### src/rtl/sbm_pkg.sv
package sbm_pkg;
  typedef enum logic [2:0] {
    ST_WARMUP,
    ST_WR_SETUP,
    ST_WR_BUSY,
    ST_RD_SETUP,
    ST_RD_BUSY,
    ST_JUDGE,
    ST_FINISHED
  } seq_state_e;

  typedef enum logic [1:0] {
    ERR_NONE = 2'd0,
    ERR_WR   = 2'd1,
    ERR_RD   = 2'd2,
    ERR_DATA = 2'd3
  } err_code_e;
endpackage

### src/rtl/sbm_warmup.sv
module sbm_warmup #(
  parameter int unsigned CNT_W = 7
) (
  input  logic clk_i,
  input  logic rst_ni,
  input  logic run_i,
  output logic expired_o
);
  localparam logic [CNT_W-1:0] CntMax = {CNT_W{1'b1}};

  logic [CNT_W-1:0] cnt_q;

  assign expired_o = (cnt_q == CntMax);

  always_ff @(posedge clk_i or negedge rst_ni) begin
    if (!rst_ni) cnt_q <= '0;
    else if (run_i && !expired_o) cnt_q <= cnt_q + 1'b1;
  end
endmodule

### src/rtl/sbm_req_chan.sv
module sbm_req_chan (
  input  logic clk_i,
  input  logic rst_ni,
  input  logic launch_i,
  input  logic last_ack_i,
  input  logic timeout_i,
  input  logic bus_err_i,
  output logic req_o,
  output logic end_o,
  output logic fault_o
);
  logic req_q;

  assign req_o   = req_q;
  assign end_o   = req_q & (last_ack_i | timeout_i | bus_err_i);
  // fault outranks a simultaneous acknowledge
  assign fault_o = req_q & (timeout_i | bus_err_i);

  always_ff @(posedge clk_i or negedge rst_ni) begin
    if (!rst_ni)       req_q <= 1'b0;
    else if (launch_i) req_q <= 1'b1;
    else if (end_o)    req_q <= 1'b0;
  end
endmodule

### src/rtl/sbm_rd_check.sv
module sbm_rd_check #(
  parameter int unsigned DATA_W = 32,
  localparam int unsigned BE_W  = DATA_W / 8
) (
  input  logic              clk_i,
  input  logic              rst_ni,
  input  logic              cap_en_i,
  input  logic [DATA_W-1:0] rdata_i,
  input  logic [DATA_W-1:0] exp_data_i,
  input  logic [BE_W-1:0]   be_i,
  output logic              match_o
);
  logic [DATA_W-1:0] cap_q;
  logic              seen_q;
  logic [BE_W-1:0]   lane_ok;

  always_ff @(posedge clk_i or negedge rst_ni) begin
    if (!rst_ni) begin
      cap_q  <= '0;
      seen_q <= 1'b0;
    end else if (cap_en_i) begin
      cap_q  <= rdata_i;
      seen_q <= 1'b1;
    end
  end

  for (genvar b = 0; b < BE_W; b++) begin : g_lane
    assign lane_ok[b] = !be_i[b] || (cap_q[8*b +: 8] == exp_data_i[8*b +: 8]);
  end

  assign match_o = seen_q && (&lane_ok);
endmodule

### src/rtl/sbm_wrrd_seq.sv
module sbm_wrrd_seq
  import sbm_pkg::*;
#(
  parameter int unsigned ADDR_W  = 32,
  parameter int unsigned DATA_W  = 32,
  parameter int unsigned DELAY_W = 7,
  parameter logic [ADDR_W-1:0]     TEST_ADDR = ADDR_W'(32'h0000_1F40),
  parameter logic [DATA_W-1:0]     TEST_DATA = DATA_W'(32'hA5C3_5A3C),
  parameter logic [DATA_W/8-1:0]   TEST_BE   = (DATA_W/8)'(4'b1011)
) (
  input  logic                clk_i,
  input  logic                rst_ni,
  output logic                wr_req_o,
  output logic                rd_req_o,
  output logic                rnw_o,
  output logic [ADDR_W-1:0]   addr_o,
  output logic [DATA_W/8-1:0] be_o,
  output logic [DATA_W-1:0]   wdata_o,
  input  logic                last_ack_i,
  input  logic                timeout_i,
  input  logic                bus_err_i,
  input  logic [DATA_W-1:0]   rdata_i,
  input  logic                rdata_vld_i,
  output logic                done_o,
  output logic                pass_o,
  output logic                fail_o,
  output logic [1:0]          err_code_o
);
  localparam int unsigned BE_W = DATA_W / 8;

  seq_state_e        state_q;
  err_code_e         code_q;
  logic              rnw_q, done_q, pass_q, fail_q, rd_fault_q;
  logic [ADDR_W-1:0] addr_q;
  logic [BE_W-1:0]   be_q;
  logic [DATA_W-1:0] wdata_q;

  logic warm_done, wr_end, wr_fault, rd_end, rd_fault, data_match;

  sbm_warmup #(.CNT_W(DELAY_W)) u_warmup (
    .clk_i     (clk_i),
    .rst_ni    (rst_ni),
    .run_i     (state_q == ST_WARMUP),
    .expired_o (warm_done)
  );

  sbm_req_chan u_wr_chan (
    .clk_i      (clk_i),
    .rst_ni     (rst_ni),
    .launch_i   (state_q == ST_WR_SETUP),
    .last_ack_i (last_ack_i),
    .timeout_i  (timeout_i),
    .bus_err_i  (bus_err_i),
    .req_o      (wr_req_o),
    .end_o      (wr_end),
    .fault_o    (wr_fault)
  );

  sbm_req_chan u_rd_chan (
    .clk_i      (clk_i),
    .rst_ni     (rst_ni),
    .launch_i   (state_q == ST_RD_SETUP),
    .last_ack_i (last_ack_i),
    .timeout_i  (timeout_i),
    .bus_err_i  (bus_err_i),
    .req_o      (rd_req_o),
    .end_o      (rd_end),
    .fault_o    (rd_fault)
  );

  sbm_rd_check #(.DATA_W(DATA_W)) u_rd_check (
    .clk_i      (clk_i),
    .rst_ni     (rst_ni),
    .cap_en_i   ((state_q == ST_RD_BUSY) && rdata_vld_i),
    .rdata_i    (rdata_i),
    .exp_data_i (TEST_DATA),
    .be_i       (TEST_BE),
    .match_o    (data_match)
  );

  always_ff @(posedge clk_i or negedge rst_ni) begin
    if (!rst_ni) begin
      state_q    <= ST_WARMUP;
      rnw_q      <= 1'b0;
      addr_q     <= '0;
      be_q       <= '0;
      wdata_q    <= '0;
      done_q     <= 1'b0;
      pass_q     <= 1'b0;
      fail_q     <= 1'b0;
      code_q     <= ERR_NONE;
      rd_fault_q <= 1'b0;
    end else begin
      unique case (state_q)
        ST_WARMUP: if (warm_done) begin
          // qualifiers settle one cycle ahead of the request
          addr_q  <= TEST_ADDR;
          be_q    <= TEST_BE;
          wdata_q <= TEST_DATA;
          rnw_q   <= 1'b0;
          state_q <= ST_WR_SETUP;
        end
        ST_WR_SETUP: state_q <= ST_WR_BUSY;
        ST_WR_BUSY: if (wr_end) begin
          if (wr_fault) begin
            done_q  <= 1'b1;
            fail_q  <= 1'b1;
            code_q  <= ERR_WR;
            state_q <= ST_FINISHED;
          end else begin
            rnw_q   <= 1'b1;
            state_q <= ST_RD_SETUP;
          end
        end
        ST_RD_SETUP: state_q <= ST_RD_BUSY;
        ST_RD_BUSY: if (rd_end) begin
          rd_fault_q <= rd_fault;
          state_q    <= ST_JUDGE;
        end
        ST_JUDGE: begin
          done_q  <= 1'b1;
          state_q <= ST_FINISHED;
          if (rd_fault_q) begin
            fail_q <= 1'b1;
            code_q <= ERR_RD;
          end else if (data_match) begin
            pass_q <= 1'b1;
          end else begin
            fail_q <= 1'b1;
            code_q <= ERR_DATA;
          end
        end
        ST_FINISHED: ;
        default: state_q <= ST_FINISHED;
      endcase
    end
  end

  assign rnw_o      = rnw_q;
  assign addr_o     = addr_q;
  assign be_o       = be_q;
  assign wdata_o    = wdata_q;
  assign done_o     = done_q;
  assign pass_o     = pass_q;
  assign fail_o     = fail_q;
  assign err_code_o = code_q;
endmodule

### config.mk
export PLATFORM = sky130hd
export DESIGN_NAME = sbm_wrrd_seq
export DESIGN_NICKNAME = d
export VERILOG_FILES = /design/src/rtl/sbm_pkg.sv /design/src/rtl/sbm_warmup.sv /design/src/rtl/sbm_req_chan.sv /design/src/rtl/sbm_rd_check.sv /design/src/rtl/sbm_wrrd_seq.sv
export SDC_FILE = /design/constraint.sdc
export NUM_CORES = 1
export LEC_CHECK = 0
export CORE_MARGIN = 2
export CORE_UTILIZATION = 40
export CTS_CLUSTER_SIZE = 10
export DETAILED_ROUTE_END_ITERATION = 10
export GPL_TIMING_DRIVEN = 0
export PLACE_DENSITY = 0.78
export SLEW_MARGIN = 20
export SYNTH_ARGS = -nofsm -noshare
export SYNTH_HDL_FRONTEND = slang
export SYNTH_SLANG_ARGS = --single-unit
### constraint.sdc
create_clock -name clk_i -period 1.9 [get_ports clk_i]
set_clock_uncertainty 0.05 [all_clocks]
set_input_delay 0.19 -clock clk_i [delete_from_list [all_inputs] [get_ports clk_i]]
set_output_delay 0.19 -clock clk_i [all_outputs]
set_load 0.1 [all_outputs]
# Word level (Yosys, flattened, before mapping)
# Index checks and enable logic that the tools add are counted.
dict set report classes {
  add_sub_neg 1
  n_eq_ne 16
  n_mux 24
  bitwise_logic 9
  n_reduce_logical 17
}
# cell n
set op_table {}
lappend op_table {{$pmux W3 S6} 1}
lappend op_table {{$mux W3} 4}
lappend op_table {{$reduce_and A4 Y1} 3}
lappend op_table {{$mux W1} 11}
lappend op_table {{$eq A3 B3 Y1 const B} 3}
lappend op_table {{$reduce_and A3 Y1} 3}
lappend op_table {{$eq A8 B6 Y1 const B} 1}
lappend op_table {{$eq A8 B7 Y1 const B} 1}
lappend op_table {{$eq A8 B8 Y1 const B} 1}
lappend op_table {{$mux W2} 4}
lappend op_table {{$reduce_bool A2 Y1} 4}
lappend op_table {{$add A7 B1 Y7 const B} 1}
lappend op_table {{$eq A7 B7 Y1 const B} 1}
lappend op_table {{$eq A3 B2 Y1 const B} 2}
lappend op_table {{$ne A2 B2 Y1 const B} 3}
lappend op_table {{$pmux W1 S2} 3}
lappend op_table {{$and A1 B1 Y1} 4}
lappend op_table {{$ne A2 B1 Y1 const B} 2}
lappend op_table {{$pmux W2 S2} 1}
lappend op_table {{$reduce_and A2 Y1} 2}
lappend op_table {{$eq A3 B1 Y1 const B} 1}
lappend op_table {{$logic_and A1 B1 Y1} 3}
lappend op_table {{$logic_not A3 Y1} 1}
lappend op_table {{$ne A3 B3 Y1 const B} 1}
lappend op_table {{3 further kinds} 6}
dict set report word_totals {
  reg_bits 55
  inputBits 38
  output_inout_bits 76
}

# Depth between registers and ports, before layout
dict set report depth {
  word_depth 6
  mapped_depth 6
  mapped_depth_nobuf 4
}

# By module
# Synthesis repeated with hierarchy kept, for this count alone.
dict set report unflattened {
  cells_unflattened 273
  hier_area_um2 3178.0
}
# module n_inst cells_per_inst area_each_um2 seq_area_each_um2
set by_module_without_submodules {}
lappend by_module_without_submodules {sbm_rd_check 1 117 1709.1 825.8}
lappend by_module_without_submodules {sbm_wrrd_seq 1 117 1026.0 275.3}
lappend by_module_without_submodules {sbm_warmup 1 29 330.3 175.2}
lappend by_module_without_submodules {sbm_req_chan 2 5 56.3 25.0}

# Worst setup path before layout
# Ideal clock, no wire load.
dict set report synth_path {
  kind {register to register}
  start {reg u_wr_chan.req_q (netlist: u_wr_chan.req_o)}
  end {reg code_q[1] (netlist: err_code_o[1])}
  setup_time_ns 0.126
  arrival_ns 1.803
  required_time_ns 1.724
  slack_ns -0.079
  path_stages_with_launch 5
  path_buffers 0
  cell_sequence {dfrtp_1 -> o21a_1 -> nor4b_2 -> o22ai_1 -> mux2_2}
}
dict set report synth_via {
  elab_chain_cells 3
  elab_cells_between_ends 5
}
# item line
set synth_lines {}
lappend synth_lines {{from (decl)} sbm_req_chan.sv:12} ;# logic req_q;
lappend synth_lines {{from (signal assigned)} sbm_req_chan.sv:20} ;# if (!rst_ni) req_q <= 1'b0;
lappend synth_lines {{from (signal assigned)} sbm_req_chan.sv:21} ;# else if (launch_i) req_q <= 1'b1;
lappend synth_lines {{from (signal assigned)} sbm_req_chan.sv:22} ;# else if (end_o) req_q <= 1'b0;
lappend synth_lines {{$and A1 B1 Y1 (on tied branches)} {sbm_req_chan.sv:17, sbm_req_chan.sv:15}}
lappend synth_lines {{$ne A2 B1 Y1 (no source line)} -}
lappend synth_lines {{$reduce_and A4 Y1 (no source line) *} -}
lappend synth_lines {{to (signal assigned)} sbm_wrrd_seq.sv:91} ;# code_q <= ERR_NONE;
lappend synth_lines {{to (signal assigned)} sbm_wrrd_seq.sv:108} ;# code_q <= ERR_WR;
lappend synth_lines {{to (signal assigned)} sbm_wrrd_seq.sv:125} ;# code_q <= ERR_RD;
lappend synth_lines {{to (decl)} sbm_wrrd_seq.sv:32} ;# err_code_e code_q;
# Every way passes the cells marked *; elsewhere a longest branch is shown, timed or not.
# A chain may end at the register's enable or synchronous reset.

# Worst setup path after layout
dict set report layout_path {
  start {reg u_rd_chan.req_q (netlist: u_rd_chan.req_o)}
  end {out rd_req_o}
}
# item line
set layout_lines {}
lappend layout_lines {{from (decl)} sbm_req_chan.sv:12}
lappend layout_lines {{from (signal assigned)} sbm_req_chan.sv:20}
lappend layout_lines {{from (signal assigned)} sbm_req_chan.sv:21}
lappend layout_lines {{from (signal assigned)} sbm_req_chan.sv:22}
lappend layout_lines {{to (decl)} sbm_wrrd_seq.sv:14} ;# output logic rd_req_o,
# No word-level cell between the ends.

==> flow_metrics.py <==
metrics = {
    "outcome": {
        "run_status": "finished, final reports clean",
    },
    "global_routing": {
        "antenna_found_initial": 0,
        "grt_overflow": 0,
        "grtUsageTotal": 0.126,
        "grt_max_degree": 27,
        "grt_pass1_vias": 1446,
        "grt_pass1_wl_um": 6550,
    },
    "clocking": {
        "postCtsSetupBuffers": 0,
        "cts.sinks": 45,
        "cts_root_buffer": "clkbuf_8",
        "cts.path.max_buffers": 2,
        "clkLatencyLatePin_ns": 0.29,
        "cts_buffers": 5,
        "h-tree-depth": 2,
        "clk_pin_slew_ns": 0.08,
        "cts_tree": "built",
    },
    "routing": {
        "first_iter_violations": 20,
        "antenna_left": 0,
        "wl_per_cell_um": 10.6,
        "vias": 1678,
        "firstDrtPassIters": 4,
        "viasPerCell": 4.22,
        "wirelength_um": 4230,
        "drc_errors": 0,
    },
    "layout": {
        "synthToLayoutAreaGrowth_pct": 35.4,
        "post-route-util": 0.558,
        "multi_input_area_um2": 906,
        "layout-drive-gt1-share": 0.412,
        "nFillCells": 533,
        "fin_nets": 361,
        "stdcell_area_um2": 3300,
        "antenna_cells": 0,
        "area.sequential_um2": 1130,
    },
    "setup_path": {
        "worst-path-buf-inv": 1,
        "rrSetupSlack_ns": 0.11,
        "slowest_delay_ns": 0.88,
        "rr_endpoint": "err_code_o[1]$_DFFE_PN0P_",
        "worst_setup_path_start_kind": "flip-flop",
        "cp_slowest_cell": "dlygate4sd2_1",
        "critPathCapture": "rd_req_o",
        "required_ns": 1.66,
        "cp-end-kind": "output port",
        "critical_path.startpoint": "u_rd_chan.req_o$_DFFE_PN0P_",
        "crit_fanout": 5,
        "worstSetupPathType": "reg2out",
        "ff2ff_path_depth": 4,
        "arrival_ns": 1.59,
        "worstPathCellList": "dlygate4sd2_1",
        "path_delay_family": "buffers and inverters",
        "cp.depth": 1,
        "reg2reg_from": "rd_fault_q$_DFFE_PN0P_",
    },
    "die": {
        "die-area_um2": 6740,
        "fp.dieW_um": 82.1,
        "core_um2": 5920,
        "die-height_um": 82.1,
        "start_util": 0.412,
        "num_rows": 28,
        "io_pins": 114,
    },
    "timing": {
        "setup_viol": 0,
        "tightest_slew_ns": 0.979,
        "period_needed_ns": 1.83,
        "rsz0062_at_grt": "no",
        "tns_ns": 0,
        "drv_slew": 0,
        "fmax_mhz": 546,
        "min_period_over_period": 0.964,
        "hold_violations": 0,
        "maxSlewHeadroom": 0.350,
    },
    "power_and_ir_drop": {
        "leakagePower_nw": 1.72,
        "powerDensity_nw_per_um2": 936,
        "ir_drop_mv": 0.640,
    },
    "synth": {
        "avgSynthCellArea_um2": 11.7,
        "yosysUniqueCellTypes": 39,
        "ys_warn_count": 0,
        "syn_inst": 209,
        "netlist_area_um2": 2440,
        "ys_ff_latch": 45,
        "synth.yosys.seq_area_share": 0.462,
    },
    "placement": {
        "hpwlAfterDp_um": 3340,
        "gp_congestion": 0.708,
        "port-buffer-count": 62,
        "dpl_cell_area_um2": 3340,
    },
    "run": {
        "drv_cap": 0,
    },
    "worst_hold_path": {
        "min_path_type": "in2async",
    },
}
==> cells by family after synthesis <==
group	share of synthesized area
other cells	0.00154
fa+ha+maj	0.00513
flops	0.462
mux	0.120
compound gates	0.0539
xor+xnor	0.0179
simple gates	0.107
buf+inv	0.233
==> worst min-delay path by stage <==
| stage | cells past startpoint | endpoint |
|---|---|---|
| floorplan | 0 | addr_o[6]$_DFFE_PN0P_ |
| global placement | 1 | fail_o$_DFFE_PN0P_ |
| detailed placement | 1 | u_rd_check.cap_q[5]$_DFFE_PN0P_ |
| CTS | 2 | state_q[0]$_DFFE_PN0P_ |
| global route | 2 | u_rd_check.cap_q[10]$_DFFE_PN0P_ |
| finish | 2 | u_rd_check.cap_q[5]$_DFFE_PN0P_ |
==> cell usage after synthesis, drive strengths merged <==
library cell / n / area [um2]
buf: 72 / 553
dfrtp: 45 / 1130
mux2: 26 / 293
nand4: 7 / 43.8
nor2: 7 / 26.3
nand2: 5 / 18.8
nor3: 4 / 20.0
xnor2: 4 / 35.0
inv: 3 / 11.3
nand2b: 3 / 18.8
nor4bb: 3 / 30.0
or3: 3 / 23.8
and3: 2 / 13.8
and4b: 2 / 20.0
nor4b: 2 / 23.8
o21a: 2 / 15.0
o21ai: 2 / 10.0
or2: 2 / 12.5
a2111oi: 1 / 15.0
a211oi: 1 / 7.51
a21o: 1 / 7.51
a22oi: 1 / 7.51
a311oi: 1 / 8.76
a41o: 1 / 10.0
a41oi: 1 / 27.5
and3b: 1 / 10.0
clkbuf: 1 / 3.75
conb: 1 / 3.75
ha: 1 / 12.5
o2111ai: 1 / 8.76
o21bai: 1 / 7.51
o22ai: 1 / 6.26
xor2: 1 / 8.76
==> routing by layer <==
metal | share of wire | vias up | track usage
li1 | - | 829 | -
met1 | 0.41 | 755 | 0.144
met2 | 0.45 | 88 | 0.215
met3 | 0.13 | 6 | 0.0467
met4 | 0.013 | 0 | 0.0450
met5 | 0 | - | 0
==> per-stage QoR <==
step / hold WS, ns / setup slack [ns] / power, mW / cells
finish: 0.357 / 0.0686 / 3.09 / 398
CTS: 0.374 / 0.00364 / 3.12 / 398
floorplan: -0.156 / 0.185 / 2.33 / 251
detailed placement: 0.157 / -0.257 / 2.55 / 389
global placement: 0.401 / -0.750 / 2.50 / 388
global route: 0.404 / 0.0163 / 3.28 / 398
==> layout make-up <==
class	count	share of cell area
buffer	73	0.169
timing repair buffer	64	0.159
clock buffer	8	0.0242
multi-input combinational	130	0.274
sequential	45	0.342
inverter	3	0.00341
tap	75	0.0284
==> sequential cells by signal, indices dropped and copies added, names as in the netlist <==
name	cells
u_rd_check.cap_q	24
state_q	3
rnw_o	1
fail_o	1
pass_o	1
u_rd_chan.req_o	1
err_code_o	2
u_wr_chan.req_o	1
rd_fault_q	1
u_rd_check.seen_q	1
done_o	1
u_warmup.cnt_q	7
addr_o	1
==> layout by cell type (no fill, tap or decap), drive strengths merged, types with 2 or more instances in the layout <==
master,count
conb,43
clkdlybuf4s50,28
and4b,2
dlygate4sd2,8
nor4bb,3
o21ai,2
o21a,2
buf,98
nor2,7
inv,3
clkbuf,9
nor3,4
nand2b,3
nand2,5
nand4,7
dfrtp,45
xnor2,4
nor4b,2
and3,2
mux2,26
or2,2
or3,3
==> where the power goes <==
| part | internal [mW] | switching [mW] |
|---|---|---|
| sequential | 1.26 | 0.163 |
| clock | 0.262 | 0.303 |
| combinational | 0.463 | 0.637 |
| total | 1.99 | 1.10 |
==> timing repair <==
| item | CTS | global route |
|---|---|---|
| hold buffers | 1 | 0 |
| setup endpoints to repair | 33 | 39 |
| hold endpoints to repair | 22 | 0 |
| resized for setup | 107 | 24 |
(Power assumes the default switching activity.)
